## src/rtl/emb_tmr_pkg.sv

```systemverilog
// Package: shared bit positions and widths of the timer unit registers.
// Assumes 32-bit control and status words; positions are fixed because
// software decodes them.
package emb_tmr_pkg;
    localparam int REG_W        = 32;
    localparam int CTL_PIT_IE   = 26;   // interval interrupt enable
    localparam int CTL_SEL_HI   = 25;   // fixed-interval tap select, high bit
    localparam int CTL_SEL_LO   = 24;   // fixed-interval tap select, low bit
    localparam int CTL_FIT_IE   = 23;   // fixed-interval interrupt enable
    localparam int CTL_AUTO     = 22;   // auto-reload
    localparam int CTL_KEEP_LO  = 22;   // lowest stored control bit
    localparam int STS_LO       = 26;   // lowest status bit
    localparam int STS_W        = REG_W - STS_LO;
    localparam int STS_PIT_IDX  = 27 - STS_LO;
    localparam int STS_FIT_IDX  = 26 - STS_LO;
    localparam int FIT_TAPS     = 4;
    localparam logic [REG_W-1:0] CTL_MASK = {{(REG_W-CTL_KEEP_LO){1'b1}}, {CTL_KEEP_LO{1'b0}}};
endpackage

```

## src/rtl/emb_tmr_pit.sv

```systemverilog
// Module: interval down-counter with reload, run/stop rules and expiry pulse.
// Assumes the caller supplies the current enable/auto-reload bits and, on a
// control write, the bits being written. Writes take priority over ticks.
module emb_tmr_pit #(
    parameter int CNT_W = 32
) (
    input  logic             clk,
    input  logic             rst_n,
    input  logic             tick,
    input  logic             load_wr,
    input  logic [CNT_W-1:0] load_val,
    input  logic             ctl_wr,
    input  logic             ctl_ie,
    input  logic             ctl_auto,
    input  logic             cur_ie,
    input  logic             cur_auto,
    output logic [CNT_W-1:0] count,
    output logic             expire
);
    logic [CNT_W-1:0] reload_q;
    logic [CNT_W-1:0] cnt_q;
    logic             run_q;
    logic             load_ok;
    logic             ctl_ok;

    // Run conditions for a reload write and for a control write.
    always_comb begin
        load_ok = (load_val > CNT_W'(1)) && cur_ie;
        ctl_ok  = (reload_q > CNT_W'(1)) && ctl_ie && ctl_auto;
    end

    // Expiry: a tick meets a running count of one, with no write pending.
    assign expire = run_q && tick && !load_wr && !ctl_wr && (cnt_q == CNT_W'(1));
    assign count  = cnt_q;

    // Counter state: reload value, count and run flag.
    always_ff @(posedge clk) begin
        if (!rst_n) begin
            reload_q <= '0;
            cnt_q    <= '0;
            run_q    <= 1'b0;
        end else if (load_wr) begin
            reload_q <= load_val;
            if (load_ok) begin
                cnt_q <= load_val;
                run_q <= 1'b1;
            end else begin
                run_q <= 1'b0;
            end
        end else if (ctl_wr) begin
            if (ctl_ok) begin
                if (!run_q) cnt_q <= reload_q;
                run_q <= 1'b1;
            end else begin
                run_q <= 1'b0;
            end
        end else if (run_q && tick) begin
            if (cnt_q == CNT_W'(1)) begin
                if (cur_auto) begin
                    cnt_q <= reload_q;
                end else begin
                    cnt_q <= '0;
                    run_q <= 1'b0;
                end
            end else begin
                cnt_q <= cnt_q - CNT_W'(1);
            end
        end
    end

    AST_PIT_SMALL_STOPS: assert property (@(posedge clk) disable iff (!rst_n)
        load_wr && (load_val <= CNT_W'(1)) |=> !run_q);
    AST_PIT_DECREMENT: assert property (@(posedge clk) disable iff (!rst_n)
        run_q && tick && !load_wr && !ctl_wr && (cnt_q > CNT_W'(1))
        |=> cnt_q == $past(cnt_q) - CNT_W'(1));
    AST_PIT_AUTO_RELOAD: assert property (@(posedge clk) disable iff (!rst_n)
        expire && cur_auto |=> run_q && (cnt_q == $past(reload_q)));
    AST_PIT_ONESHOT_HOLD: assert property (@(posedge clk) disable iff (!rst_n)
        expire && !cur_auto |=> !run_q && (cnt_q == '0));
    AST_PIT_WRITE_BLOCKS_TICK: assert property (@(posedge clk) disable iff (!rst_n)
        ctl_wr && !load_wr && run_q && ctl_ok |=> $stable(cnt_q));
endmodule

```

## src/rtl/emb_tmr_fit.sv

```systemverilog
// Module: fixed-interval tap selector with rising-edge detection.
// Assumes FIT_BASE + 3*FIT_STEP < TB_W; the tap is sampled every clock.
module emb_tmr_fit #(
    parameter int TB_W     = 16,
    parameter int FIT_BASE = 3,
    parameter int FIT_STEP = 2
) (
    input  logic            clk,
    input  logic            rst_n,
    input  logic [TB_W-1:0] tb_value,
    input  logic [1:0]      sel,
    output logic            rise
);
    import emb_tmr_pkg::*;

    logic [FIT_TAPS-1:0] taps;
    logic                tap_now;
    logic                tap_q;
    logic                unused_tb;

    // One candidate tap per select code.
    for (genvar g = 0; g < FIT_TAPS; g++) begin : g_tap
        assign taps[g] = tb_value[FIT_BASE + g*FIT_STEP];
    end

    assign unused_tb = ^tb_value;
    assign tap_now   = taps[sel];
    assign rise      = tap_now && !tap_q;

    // Previous value of the selected tap.
    always_ff @(posedge clk) begin
        if (!rst_n) tap_q <= 1'b0;
        else        tap_q <= tap_now;
    end
endmodule

```

## src/rtl/emb_tmr_status.sv

```systemverilog
// Module: status flags with set events and write-one-to-clear.
// Assumes set events win over a clear of the same bit in the same cycle.
module emb_tmr_status (
    input  logic                        clk,
    input  logic                        rst_n,
    input  logic                        set_pit,
    input  logic                        set_fit,
    input  logic                        clr_wr,
    input  logic [emb_tmr_pkg::STS_W-1:0] clr_mask,
    output logic [emb_tmr_pkg::STS_W-1:0] sts
);
    import emb_tmr_pkg::*;

    logic [STS_W-1:0] sts_q;
    logic [STS_W-1:0] set_vec;
    logic [STS_W-1:0] clr_vec;

    // Set and clear vectors for this cycle.
    always_comb begin
        set_vec              = '0;
        set_vec[STS_PIT_IDX] = set_pit;
        set_vec[STS_FIT_IDX] = set_fit;
        clr_vec              = clr_wr ? clr_mask : '0;
    end

    // Flag register: clear first, then set.
    always_ff @(posedge clk) begin
        if (!rst_n) sts_q <= '0;
        else        sts_q <= (sts_q & ~clr_vec) | set_vec;
    end

    assign sts = sts_q;

    AST_STS_PIT_SET: assert property (@(posedge clk) disable iff (!rst_n)
        set_pit |=> sts_q[STS_PIT_IDX]);
    AST_STS_FIT_SET: assert property (@(posedge clk) disable iff (!rst_n)
        set_fit |=> sts_q[STS_FIT_IDX]);
    AST_STS_CLEAR: assert property (@(posedge clk) disable iff (!rst_n)
        clr_wr && clr_mask[STS_PIT_IDX] && !set_pit |=> !sts_q[STS_PIT_IDX]);
    AST_STS_KEEP: assert property (@(posedge clk) disable iff (!rst_n)
        clr_wr && !clr_mask[STS_FIT_IDX] && sts_q[STS_FIT_IDX] |=> sts_q[STS_FIT_IDX]);
endmodule

```

## src/rtl/emb_tmr_unit.sv

```systemverilog
// Module: timer unit top. Holds the control word, wires the interval
// counter, fixed-interval tap and status flags, and forms the interrupts.
// Assumes single-cycle write strobes and a synchronous active-low reset.
module emb_tmr_unit #(
    parameter int TB_W     = 16,
    parameter int FIT_BASE = 3,
    parameter int FIT_STEP = 2
) (
    input  logic            clk,
    input  logic            rst_n,
    input  logic            tick_en,
    input  logic [TB_W-1:0] tb_value,
    input  logic            tcr_wr_en,
    input  logic [31:0]     tcr_wdata,
    output logic [31:0]     tcr_rdata,
    input  logic            tsr_wr_en,
    input  logic [31:0]     tsr_wdata,
    output logic [31:0]     tsr_rdata,
    input  logic            pit_wr_en,
    input  logic [31:0]     pit_wdata,
    output logic [31:0]     pit_rdata,
    output logic            pit_irq,
    output logic            fit_irq
);
    import emb_tmr_pkg::*;

    logic [REG_W-1:0] tcr_q;
    logic [STS_W-1:0] sts;
    logic             pit_expire;
    logic             fit_rise;
    logic             unused_tsr;

    // Control word register; only the upper bits are stored.
    always_ff @(posedge clk) begin
        if (!rst_n)         tcr_q <= '0;
        else if (tcr_wr_en) tcr_q <= tcr_wdata & CTL_MASK;
    end

    emb_tmr_pit #(.CNT_W(REG_W)) pit_i (
        .clk      (clk),
        .rst_n    (rst_n),
        .tick     (tick_en),
        .load_wr  (pit_wr_en),
        .load_val (pit_wdata),
        .ctl_wr   (tcr_wr_en),
        .ctl_ie   (tcr_wdata[CTL_PIT_IE]),
        .ctl_auto (tcr_wdata[CTL_AUTO]),
        .cur_ie   (tcr_q[CTL_PIT_IE]),
        .cur_auto (tcr_q[CTL_AUTO]),
        .count    (pit_rdata),
        .expire   (pit_expire)
    );

    emb_tmr_fit #(.TB_W(TB_W), .FIT_BASE(FIT_BASE), .FIT_STEP(FIT_STEP)) fit_i (
        .clk      (clk),
        .rst_n    (rst_n),
        .tb_value (tb_value),
        .sel      (tcr_q[CTL_SEL_HI:CTL_SEL_LO]),
        .rise     (fit_rise)
    );

    emb_tmr_status sts_i (
        .clk      (clk),
        .rst_n    (rst_n),
        .set_pit  (pit_expire),
        .set_fit  (fit_rise),
        .clr_wr   (tsr_wr_en),
        .clr_mask (tsr_wdata[REG_W-1:STS_LO]),
        .sts      (sts)
    );

    assign unused_tsr = ^tsr_wdata[STS_LO-1:0];
    assign tcr_rdata  = tcr_q;
    assign tsr_rdata  = {sts, {STS_LO{1'b0}}};
    assign pit_irq    = sts[STS_PIT_IDX] & tcr_q[CTL_PIT_IE];
    assign fit_irq    = sts[STS_FIT_IDX] & tcr_q[CTL_FIT_IE];

    AST_IRQ_DROPS_ON_CLEAR: assert property (@(posedge clk) disable iff (!rst_n)
        tsr_wr_en && tsr_wdata[27] && !pit_expire |=> !pit_irq);
    AST_IRQ_FIT_GATED: assert property (@(posedge clk) disable iff (!rst_n)
        tcr_wr_en && !tcr_wdata[CTL_FIT_IE] |=> !fit_irq);
endmodule

```

## config.mk

```make
export PLATFORM = sky130hd
export DESIGN_NAME = emb_tmr_unit
export DESIGN_NICKNAME = d
export VERILOG_FILES = /design/src/rtl/emb_tmr_pkg.sv /design/src/rtl/emb_tmr_pit.sv /design/src/rtl/emb_tmr_fit.sv /design/src/rtl/emb_tmr_status.sv /design/src/rtl/emb_tmr_unit.sv
export SDC_FILE = /design/constraint.sdc
export NUM_CORES = 1
export LEC_CHECK = 0
export BUFFER_PORTS_ARGS = -buffer_cell sky130_fd_sc_hd__buf_2
export CAP_MARGIN = 20
export CORE_MARGIN = 8
export CORE_UTILIZATION = 25
export CTS_CLUSTER_SIZE = 30
export DETAILED_ROUTE_END_ITERATION = 8
export PLACE_DENSITY = 0.58
export SYNTH_ARGS = -nofsm -noshare
export SYNTH_HDL_FRONTEND = slang
export SYNTH_HIERARCHICAL = 1
export SYNTH_SLANG_ARGS = --single-unit
```

## constraint.sdc

```tcl
create_clock -name clk -period 2.6 [get_ports clk]
set_input_delay 0.26 -clock clk [delete_from_list [all_inputs] [get_ports clk]]
set_output_delay 0.26 -clock clk [all_outputs]
set_load 0.02 [all_outputs]
```

==> reports/results.txt <==
num ports -> 216
Final Skew -> 5.52 ps
Rows -> 51
ys flop type -> dfxtp_1
DIE AREA -> 0.0244 mm^2
Final Cycle Share -> 89.6%
first-pass GRT wire length -> 24.5 mm
Critical Path Source Type -> flop
TritonCTS Sinks -> 82
Final #Nets -> 810
Post-DP HPWL -> 12.4 mm
reg2reg end -> pit_i/count[21]
Slew HR -> 59.4%
Die Span X -> 156 um
root buf cell -> clkbuf_16
cells on worst reg2reg path -> 10
flops & latches, synth -> 82
Synth Instances -> 576
Detail Route Antenna Nets -> 0
GRT Util Overall -> 12.8%
maximum fanout along the worst path -> 11
Buffers on Ports -> 107
area growth from synthesis to layout -> 22.1%
Crit Path Class -> reg -> reg
CTS tree -> built
drt via density -> 4.80
Remaining Overflow, GRT -> 0
Hold WC Path Type -> in -> reg
router iterations before antenna repair -> 5
Yosys top cell by area -> dfxtp_1
initial antenna violation count -> 0
Worst-Margin Slew -> 608 ps
routed vias -> 4606
Remaining DRCs -> 0
DRT iter0 DRCs -> 434
critical path arrival -> 2540 ps
Power per Cell Area -> 609 mW/mm^2
Routed WL -> 16.3 mm
largest net degree at the start of global routing -> 33
pins over their slew limit -> 0
leading cell type in the layout, fill and taps excluded -> buf_2
RSZ-0062 raised after global routing -> false
FF-to-FF setup slack -> 270 ps
Total Power -> 0.00365 W
Post-synth EDFFs -> 0
register area share after synthesis -> 33.4%
Synth Cell Area -> 0.00491 mm^2
Synth async-reset ratio -> 0%
status -> completed
clk_lat worst skew -> 340 ps
CTS Buf Count -> 9
synth top area cells -> dfxtp_1, mux2i_1, buf_4
final hold viol count -> 0
# fillers -> 2124
max-cap viol count -> 0
top-area cell type share of the netlist area -> 33.4%
maximum clock path buffer count -> 2
beginning of the worst hold path -> tsr_wdata[30]
syn_area_per_cell -> 8.53 um^2
final setup vio count -> 0
die height -> 156 um
Distinct cells, synth -> 57
diode count -> 0
initial core utilization -> 25.3%
max frequency -> 429 MHz
hold endpoint -> sts_i/sts[4]
fin crit period -> 2330 ps
post-DR wirelength/cell -> 17.0 um
post-cts resize count -> 0
GP Congestion -> 0.821
reg2reg start -> pit_i/count[0]
htree depth -> 3
highest-count cells in the layout ignoring fill and taps -> buf_2, dfxtp_1, conb_1
vias in the first global route -> 4374
post-route setup TNS -> 0 ps
Hold Crit Depth -> 2
worst path required time -> 2810 ps
Core Box Area -> 0.0194 mm^2
Static Leak -> 2.54 nW
clock slew at reported path FFs -> 60 ps
number of synthesis warnings -> 6
CP Capture Type -> flop
fraction of layout cells with a size suffix above 1 -> 25.0%
VDD IR max -> 309 uV
[sequential cells by signal (all words and copies together), names as in the netlist]
name and flops:
pit_i/reload_q 32, pit_i/run_q 1, fit_i/tap_q 1, tcr_rdata 10, pit_i/count 32, sts_i/sts 6
[cells in the mapped netlist (5+ instances only)]
master and count:
inv_1 7, a21oi_1 21, mux2i_1 46, a22oi_1 12
nand3_1 7, nor2b_1 44, nand2_1 47, a221oi_1 7
nor2_1 22, buf_4 48, o22ai_1 9, o211ai_1 11
o21ai_0 32, nand4_1 9, buf_1 5, clkbuf_1 28
nor3_1 12, dfxtp_1 82, nor4_1 19, a222oi_1 8
a31oi_1 15, a21boi_0 5, xor2_1 16
[layout make-up]
type / count / area, um^2 / area share (%)
multi-input combinational: 448 / 2900 / 48.3
timing repair buffer: 142 / 798 / 13.3
inverter: 7 / 26.3 / 0.438
clock buffer: 15 / 298 / 4.97
clock inverter: 1 / 5.00 / 0.0835
sequential: 82 / 1640 / 27.4
tap: 265 / 332 / 5.53
[kinds of logic after synthesis]
| logic type | Yosys count | synth area share (%) |
|---|---|---|
| other | 1 | 0.0764 |
| adders and majority gates | 2 | 0.509 |
| buffers and inverters | 93 | 11.3 |
| and+or+nand+nor | 191 | 22.6 |
| AOI/OAI and AO/OA | 140 | 18.7 |
| muxes | 47 | 9.83 |
| DFF | 82 | 33.4 |
| xor gates and xnor gates | 20 | 3.57 |
[critical path: stages (launching register included)]
cell and delay, ps:
dfxtp_1 470, ha_1 200, nor4b_2 190, buf_4 180, nand3_4 100, nor3_4 220, buf_4 190, buf_4 180
nor3_1 80, a222oi_1 290, o21ai_0 110
[per-layer routing]
metal | part of all wire [%] | GRT usage (%) | wire, um | up-vias
li1 | - | - | - | 2248
met1 | 43 | 15.4 | 6930 | 2188
met2 | 49 | 22.0 | 8010 | 162
met3 | 7.1 | 3.05 | 1150 | 8
met4 | 1.1 | 3.98 | 182 | 0
met5 | 0 | 0 | 0 | -
[repair_timing]
action,in CTS,in global routing
buffers inserted,0,1
hold buffers,0,0
setup endpoints to repair,0,2
hold endpoints to repair,0,0
[worst max-delay path by stage]
| stage | slack [ps] | depth (start not counted) | endpoint | startpoint |
|---|---|---|---|---|
| floorplan | 380 | 8 | pit_i/count[13] | pit_i/count[0] |
| global placement | 220 | 9 | pit_i/count[13] | pit_i/count[0] |
| detailed placement | 200 | 9 | pit_i/count[13] | pit_i/count[0] |
| CTS | 170 | 9 | pit_i/count[13] | pit_i/count[0] |
| global route | 100 | 10 | pit_i/count[21] | pit_i/count[0] |
| finish | 270 | 10 | pit_i/count[21] | pit_i/count[0] |
[where the power goes]
part / internal, W / switching (W)
clock: 0.000777 / 0.000495
combinational: 0.000357 / 0.000575
sequential: 0.00134 / 0.000104
[stage by stage]
step | setup WS [ps] | util (%) | hold WS, ps | cells | instance area [um^2]
final | 271 | 30.9 | 97.3 | 960 | 6000
after global routing | 104 | 30.9 | 91.2 | 960 | 6000
after detailed placement | 204 | 29.3 | 420 | 943 | 5690
after floorplan | 379 | - | 347 | 623 | 5090
after CTS | 167 | 30.9 | 89.0 | 959 | 5990
after global placement | 216 | 29.3 | 417 | 943 | 5690
Note: power is estimated with default switching activity, not from simulation.
